### src/rtl/ramsz_pkg.sv
package ramsz_pkg;
  typedef enum logic [1:0] {
    SEL_WPTR = 2'd0,
    SEL_RPTR = 2'd1,
    SEL_DATA = 2'd2
  } port_sel_t;

  typedef enum logic [3:0] {
    ST_IDLE,
    ST_PTR_H,
    ST_CLR_H,
    ST_PTR_C,
    ST_CLR_C,
    ST_PTR_F,
    ST_FILL,
    ST_PTR_R,
    ST_RD_REQ,
    ST_RD_WAIT
  } st_t;
endpackage

### src/rtl/ramsz_patgen.sv
module ramsz_patgen #(
  parameter int DW   = 16,
  parameter int SEED = 1,
  parameter int INC  = 3
) (
  input  logic          clk,
  input  logic          rst_n,
  input  logic          load,
  input  logic          adv,
  output logic [DW-1:0] pat
);
  always_ff @(posedge clk or negedge rst_n) begin
    if (!rst_n)    pat <= DW'(SEED);
    else if (load) pat <= DW'(SEED);
    else if (adv)  pat <= pat + DW'(INC);
  end

  // each advance moves the sequence by the fixed step
  a_r4_pat_step: assert property (@(posedge clk) disable iff (!rst_n)
    (adv && !load) |=> (pat == $past(pat) + DW'(INC)));
endmodule

### src/rtl/ramsz_loc_cnt.sv
module ramsz_loc_cnt #(
  parameter int CW = 18
) (
  input  logic          clk,
  input  logic          rst_n,
  input  logic          clr,
  input  logic          inc,
  input  logic [CW-1:0] limit,
  output logic          last
);
  logic [CW-1:0] cnt;

  always_ff @(posedge clk or negedge rst_n) begin
    if (!rst_n)   cnt <= '0;
    else if (clr) cnt <= '0;
    else if (inc) cnt <= cnt + 1'b1;
  end

  assign last = (cnt == limit - 1'b1);

  // no location beyond the current region is ever counted
  a_r3_cnt_bound: assert property (@(posedge clk) disable iff (!rst_n)
    inc |-> (cnt < limit));
endmodule

### src/rtl/ramsz_seq.sv
module ramsz_seq
  import ramsz_pkg::*;
#(
  parameter int MAX_BYTES  = 65536,
  parameter int STEP_BYTES = 16384,
  parameter int HEAD_BYTES = 32,
  parameter int DW         = 16,
  parameter int SW         = 18
) (
  input  logic          clk,
  input  logic          rst_n,
  input  logic          start,
  input  logic          req_ready,
  input  logic          rsp_valid,
  input  logic [DW-1:0] rsp_data,
  input  logic          cnt_last,
  input  logic [DW-1:0] pat,
  output logic          req_valid,
  output logic [1:0]    req_sel,
  output logic          req_write,
  output logic          req_byte,
  output logic [DW-1:0] req_wdata,
  output logic          cnt_clr,
  output logic          cnt_inc,
  output logic [SW-1:0] cnt_limit,
  output logic          pat_load,
  output logic          pat_adv,
  output logic          done,
  output logic [SW-1:0] size_bytes
);
  localparam logic [SW-1:0] MAX_SZ     = SW'(MAX_BYTES);
  localparam logic [SW-1:0] STEP_SZ    = SW'(STEP_BYTES);
  localparam logic [SW-1:0] HEAD_WORDS = SW'(HEAD_BYTES / 2);

  st_t           state;
  logic [SW-1:0] cur_size;
  logic          byte_pass;
  logic          hs, is_ptr, rd_take, match;

  assign is_ptr    = (state == ST_PTR_H) || (state == ST_PTR_C) ||
                     (state == ST_PTR_F) || (state == ST_PTR_R);
  assign req_valid = is_ptr || (state == ST_CLR_H) || (state == ST_CLR_C) ||
                     (state == ST_FILL) || (state == ST_RD_REQ);
  assign hs        = req_valid && req_ready;
  assign req_sel   = (state == ST_PTR_R) ? SEL_RPTR : (is_ptr ? SEL_WPTR : SEL_DATA);
  assign req_write = (state != ST_RD_REQ);
  assign req_byte  = byte_pass && ((state == ST_FILL) || (state == ST_RD_REQ));

  always_comb begin
    req_wdata = '0;
    if (state == ST_FILL)
      req_wdata = byte_pass ? {{(DW-8){1'b0}}, pat[7:0]} : pat;
  end

  assign match   = byte_pass ? (rsp_data[7:0] == pat[7:0]) : (rsp_data == pat);
  assign rd_take = (state == ST_RD_WAIT) && rsp_valid;

  assign cnt_clr  = hs && is_ptr;
  assign cnt_inc  = (hs && ((state == ST_CLR_H) || (state == ST_CLR_C) || (state == ST_FILL)))
                    || rd_take;
  assign pat_load = hs && ((state == ST_PTR_F) || (state == ST_PTR_R));
  assign pat_adv  = (hs && (state == ST_FILL)) || rd_take;

  always_comb begin
    case (state)
      ST_CLR_H: cnt_limit = HEAD_WORDS;
      ST_CLR_C: cnt_limit = cur_size >> 1;
      default:  cnt_limit = byte_pass ? cur_size : (cur_size >> 1);
    endcase
  end

  always_ff @(posedge clk or negedge rst_n) begin
    if (!rst_n) begin
      state      <= ST_IDLE;
      cur_size   <= '0;
      byte_pass  <= 1'b0;
      done       <= 1'b0;
      size_bytes <= '0;
    end else begin
      done <= 1'b0;
      case (state)
        ST_IDLE: if (start) begin
          cur_size  <= MAX_SZ;
          byte_pass <= 1'b0;
          state     <= ST_PTR_H;
        end
        ST_PTR_H:  if (hs) state <= ST_CLR_H;
        ST_CLR_H:  if (hs && cnt_last) state <= ST_PTR_C;
        ST_PTR_C:  if (hs) state <= ST_CLR_C;
        ST_CLR_C:  if (hs && cnt_last) state <= ST_PTR_F;
        ST_PTR_F:  if (hs) state <= ST_FILL;
        ST_FILL:   if (hs && cnt_last) state <= ST_PTR_R;
        ST_PTR_R:  if (hs) state <= ST_RD_REQ;
        ST_RD_REQ: if (hs) state <= ST_RD_WAIT;
        ST_RD_WAIT: if (rsp_valid) begin
          if (!match) begin
            if (cur_size <= STEP_SZ) begin
              done       <= 1'b1;
              size_bytes <= '0;
              state      <= ST_IDLE;
            end else begin
              cur_size  <= cur_size - STEP_SZ;
              byte_pass <= 1'b0;
              state     <= ST_PTR_H;
            end
          end else if (cnt_last) begin
            if (!byte_pass) begin
              byte_pass <= 1'b1;
              state     <= ST_PTR_H;
            end else begin
              done       <= 1'b1;
              size_bytes <= cur_size;
              state      <= ST_IDLE;
            end
          end else begin
            state <= ST_RD_REQ;
          end
        end
        default: state <= ST_IDLE;
      endcase
    end
  end

  // an offered request stays put until accepted
  a_r8_hold_req: assert property (@(posedge clk) disable iff (!rst_n)
    (req_valid && !req_ready) |=> (req_valid && $stable(req_sel) && $stable(req_write)
                                   && $stable(req_byte) && $stable(req_wdata)));

  // completion is a single-cycle pulse
  a_r9_done_pulse: assert property (@(posedge clk) disable iff (!rst_n)
    done |=> !done);

  // a reported size is one of the candidates or zero
  a_r2_result_legal: assert property (@(posedge clk) disable iff (!rst_n)
    done |-> ((size_bytes <= MAX_SZ) && ((size_bytes % STEP_SZ) == '0)));

  // a busy run only ends together with its completion pulse
  a_r10_busy_until_done: assert property (@(posedge clk) disable iff (!rst_n)
    (state != ST_IDLE) |=> ((state != ST_IDLE) || done));

  // a mismatch restarts the word pass on a smaller size or ends with zero
  a_r6_abandon: assert property (@(posedge clk) disable iff (!rst_n)
    (rd_take && !match) |=> ((state == ST_PTR_H && !byte_pass) || (done && size_bytes == '0)));
endmodule

### src/rtl/ramsz_probe.sv
module ramsz_probe
  import ramsz_pkg::*;
#(
  parameter  int MAX_BYTES  = 65536,
  parameter  int STEP_BYTES = 16384,
  parameter  int HEAD_BYTES = 32,
  localparam int DW         = 16,
  localparam int SIZE_W     = $clog2(MAX_BYTES) + 2
) (
  input  logic              clk,
  input  logic              rst_n,
  input  logic              start,
  output logic              req_valid,
  input  logic              req_ready,
  output logic [1:0]        req_sel,
  output logic              req_write,
  output logic              req_byte,
  output logic [DW-1:0]     req_wdata,
  input  logic              rsp_valid,
  input  logic [DW-1:0]     rsp_data,
  output logic              done,
  output logic [SIZE_W-1:0] size_bytes
);
  logic              cnt_clr, cnt_inc, cnt_last, pat_load, pat_adv;
  logic [SIZE_W-1:0] cnt_limit;
  logic [DW-1:0]     pat;

  ramsz_seq #(
    .MAX_BYTES (MAX_BYTES),
    .STEP_BYTES(STEP_BYTES),
    .HEAD_BYTES(HEAD_BYTES),
    .DW        (DW),
    .SW        (SIZE_W)
  ) u_seq (
    .clk       (clk),
    .rst_n     (rst_n),
    .start     (start),
    .req_ready (req_ready),
    .rsp_valid (rsp_valid),
    .rsp_data  (rsp_data),
    .cnt_last  (cnt_last),
    .pat       (pat),
    .req_valid (req_valid),
    .req_sel   (req_sel),
    .req_write (req_write),
    .req_byte  (req_byte),
    .req_wdata (req_wdata),
    .cnt_clr   (cnt_clr),
    .cnt_inc   (cnt_inc),
    .cnt_limit (cnt_limit),
    .pat_load  (pat_load),
    .pat_adv   (pat_adv),
    .done      (done),
    .size_bytes(size_bytes)
  );

  ramsz_loc_cnt #(.CW(SIZE_W)) u_cnt (
    .clk  (clk),
    .rst_n(rst_n),
    .clr  (cnt_clr),
    .inc  (cnt_inc),
    .limit(cnt_limit),
    .last (cnt_last)
  );

  ramsz_patgen #(.DW(DW), .SEED(1), .INC(3)) u_pat (
    .clk  (clk),
    .rst_n(rst_n),
    .load (pat_load),
    .adv  (pat_adv),
    .pat  (pat)
  );
endmodule

### config.mk
export PLATFORM = sky130hd
export DESIGN_NAME = ramsz_probe
export DESIGN_NICKNAME = d
export VERILOG_FILES = /design/src/rtl/ramsz_pkg.sv /design/src/rtl/ramsz_patgen.sv /design/src/rtl/ramsz_loc_cnt.sv /design/src/rtl/ramsz_seq.sv /design/src/rtl/ramsz_probe.sv
export SDC_FILE = /design/constraint.sdc
export NUM_CORES = 1
export LEC_CHECK = 0
export ABC_AREA = 1
export BUFFER_PORTS_ARGS = -buffer_cell sky130_fd_sc_hd__buf_2
export CAP_MARGIN = 20
export CORE_MARGIN = 2
export CORE_UTILIZATION = 55
export DETAILED_ROUTE_END_ITERATION = 12
export GPL_ROUTABILITY_DRIVEN = 0
export HOLD_SLACK_MARGIN = 0.05
export PLACE_DENSITY = 0.75
export SYNTH_ARGS = -nofsm -noshare
export SYNTH_HDL_FRONTEND = slang
export SYNTH_SLANG_ARGS = --single-unit
### constraint.sdc
create_clock -name clk -period 2.78 [get_ports clk]
set_input_delay 0.556 -clock clk [delete_from_list [all_inputs] [get_ports clk]]
set_output_delay 0.556 -clock clk [all_outputs]
set_load 0.02 [all_outputs]
==> summary.md <==
| Metric | Value |
|---|---|
| Status | `completed` |
| Initial Util | `57.35%` |
| Synth area leader | `dfrtp_1` |
| Final Util | `64.24%` |
| Htree depth | `2` |
| Worst setup SP type | `flip-flop` |
| Synth-to-layout area growth | `12.03%` |
| Leak pwr | `0.002057 uW` |
| Hpwl dp | `6.565 mm` |
| Routed Antenna Nets | `0` |
| Fin. Hold Viols | `0` |
| Detailed Route Iter0 Violations | `222` |
| Global-route wire length before repair | `14.04 mm` |
| Slowest cell delay on critical path | `0.47 ns` |
| Chain of cells forming the critical path | `inv_1, nand2_1, nor3_2, clkinvlp_4, buf_4, nor3_1, buf_2` |
| Vias post-DR | `3594` |
| Pint | `1597 uW` |
| CTS root buffer | `clkbuf_8` |
| Critical path's top delay family | `buffers and inverters` |
| Unrepaired setup endpoints after global routing | `no` |
| Post-Syn Area per Cell | `6.871 sq um` |
| Drt via density | `5.380` |
| Synth Register Bits | `49` |
| Switching component of the power | `about 1500 uW` |
| Yosys warns | `0` |
| Count of cell types in the netlist | `42` |
| All-Layer GR Usage | `roughly a quarter` |
| Die H | `85.60 microns` |
| IO Pins | `61` |
| Max_cap viols | `0` |
| Worst relative slew slack | `58.95%` |
| EDFF count, synth | `0` |
| Die Wd | `85.60 microns` |
| Layout Nets | `617` |
| Worst Path Arrival | `2.05 ns` |
| Total grt overflow | `0` |
| Path type of the worst setup path | `flip-flop to output port` |
| WL/cell | `12.66 microns` |
| Vias in the first global route | `approximately 3200` |
| Pre-antenna DRT Iters | `5` |
| Final Setup Violations | `0` |
| Sequential power share | `about 34%` |
| Worst Hold Class | `input pin to asynchronous set/reset pin` |
| Initial antenna violation count | `0` |
| CP required | `2.22 ns` |
| Combinational power share | `52.9%` |
| Row Count | `29` |
| Top_reg_cell synth | `dfrtp_1` |
| Clk_skew | `~0.009 ns` |
| Maximum vdd drop | `0.5341 mV` |
| DR DRC count | `0` |
| Clock power frac | `13.2%` |
| Cells after Synth | `533` |
| Mapped cell area | `around 0.0037 sq mm` |
| Crit end category | `output port` |
| Post-route setup slack | `between 0.15 and 0.2 ns` |
| Die area | `0.007327 sq mm` |
| Largest net degree at the start of global routing | `50` |
| Setup total negative slack | `0 ns` |
| Period utilization | `93.66%` |
| Most common cell in the synthesized netlist | `nand2_1` |
| CTS buffer count | `5` |
| Routed WL | `8.454 mm` |
| Final Slew Violations | `0` |
| Synth cell count leaders | `113 x nand2_1, 76 x inv_1, 58 x nor2_1` |
| N_diodes | `0` |
| Async S/R FF share, synth | `100.0%` |
| CTS tree | `done` |
| Worst skew pair latency | `0.31 ns` |
| Port Buf Inserts | `60` |
| Share of layout cells above drive strength 1 | `22.00%` |
| Seq/Total Area, Yosys | `33.52%` |
| Power Dens Cells | `759.7 mW/mm^2` |
| Max Fclk | `384.0 MHz` |
| CTS sink count | `49` |
| Core footprint | `0.006386 sq mm` |
| Worst-Margin Slew | `about 0.6 ns` |
| Cells taking the most area after synthesis | `dfrtp_1 33%, nand2_1 12%, inv_1 7.8%` |
| Critical path buffers and inverters | `4` |
| Net Sw Frac | `about half` |
| Clock Pin Slew Worst Setup and Hold Paths | `0.09 ns` |
| CP max-delay cell | `dfrtp_2` |
| Hold Slack | `0.3380 ns` |
| Setup slack at placement | `0.1055 ns` |
| Post-layout min period | `2.604 ns` |
| Crit Path Max Fanout | `12` |
| Yosys top cell area share | `32.80%` |
| Max clock buf depth | `2` |
[final cells by class]
cell class / count / area (sq um)
Tap cell: 77 / 96.34
Clock buffer: 8 / 80.08
Timing Repair Buffer: 68 / 360.3
Fill cell: 587 / 2283
Inverter: 85 / 325.3
Sequential cell: 49 / 1232
Multi-Input combinational cell: 381 / 2008
[worst paths after layout]
kind                                       from                    to  slack, ns  depth (start not counted)
setup / recovery                 u_seq.state[3]          req_wdata[9]       0.18                          7
hold / removal                            rst_n         u_pat.pat[15]       0.34                          2
setup reg to reg                 u_seq.state[3]  u_seq.size_bytes[16]       0.34                         17
hold reg to reg            u_seq.size_bytes[15]  u_seq.size_bytes[15]       0.50                          2
max in group asynchronous                 rst_n        u_seq.state[3]       1.99                          2
min in group clk           u_seq.size_bytes[15]  u_seq.size_bytes[15]       0.50                          2
[worst register-to-register path: cells and delay by family, from the launching register on]
kind | cells | cell delay (ns)
AND/OR/NAND/NOR | 12 | 1.30
buffers and inverters | 2 | 0.16
flip-flops | 1 | 0.47
AO/OA/AOI/OAI | 2 | 0.20
adder cells (fa/ha/maj) | 1 | 0.22
[registers in the layout (all words and copies together) (netlist names)]
signal,cells
u_seq.cur_size,4
u_seq.byte_pass,1
u_pat.pat,16
u_seq.done,1
u_cnt.cnt,18
u_seq.size_bytes,5
u_seq.state,4
[metrics by stage]
stage                     instances  total power [uW]  area [sq um]
after detailed placement        655              2643          3961
after global routing            668              3387          4103
final                           668              3117          4103
after CTS                       663              3061          4041
after global placement          655              2595          3961
after floorplan                 534              2297          3666
[power by group through the flow]
stage / combinational (uW) / clock [uW] / sequential [uW]
after floorplan: 1280 / 0 / 1020
after global placement: 1540 / 0 / 1050
after detailed placement: 1580 / 0 / 1060
after CTS: 1590 / 424 / 1050
after global routing: 1850 / 451 / 1080
final: 1650 / 411 / 1060
[cells by family after synthesis]
group / Yosys count / synth area share (%)
other: 1 / 0.1024
DFF: 49 / 33.52
xor gates and xnor gates: 14 / 3.348
buffers and inverters: 104 / 12.16
AOI/OAI and AO/OA: 78 / 11.51
adders and majority gates: 6 / 2.050
and+or+nand+nor: 281 / 37.31
[layer usage]
| metal | part of all wire [%] | global-route usage, % |
|---|---|---|
| met1 | 45 | 31.47 |
| met4 | 3.3 | 10.25 |
| met5 | 0 | 0 |
| met3 | 4.8 | 3.657 |
| met2 | 47 | 37.93 |
[what timing repair did]
| item | in CTS | in global routing |
|---|---|---|
| hold buffers | 0 | 0 |
| buffers inserted | 0 | 5 |
| hold endpoints to repair | 0 | 0 |
| endpoints found under the setup margin | 0 | 27 |
| resized for setup | 0 | 9 |
[layout by cell type, fill, tap and decap left out, types with 6 or more instances in the layout]
cell     netlist  final
a21oi_1       27     27
buf_2          2     60
buf_4         13      8
dfrtp_1       48     44
inv_1         76     76
inv_2          7      7
nand2_1      113    113
nand2_2        8      8
nand3_1       28     28
nand4_1        7      7
nor2_1        58     57
nor2_2         8      7
nor2_4         7      9
nor3_1        23     23
nor4_1         9      9
o21ai_0       30     30
o21ai_1        7      7
xnor2_1        6      6
xor2_1         8      8
Note: power is estimated with default switching activity, not from simulation.
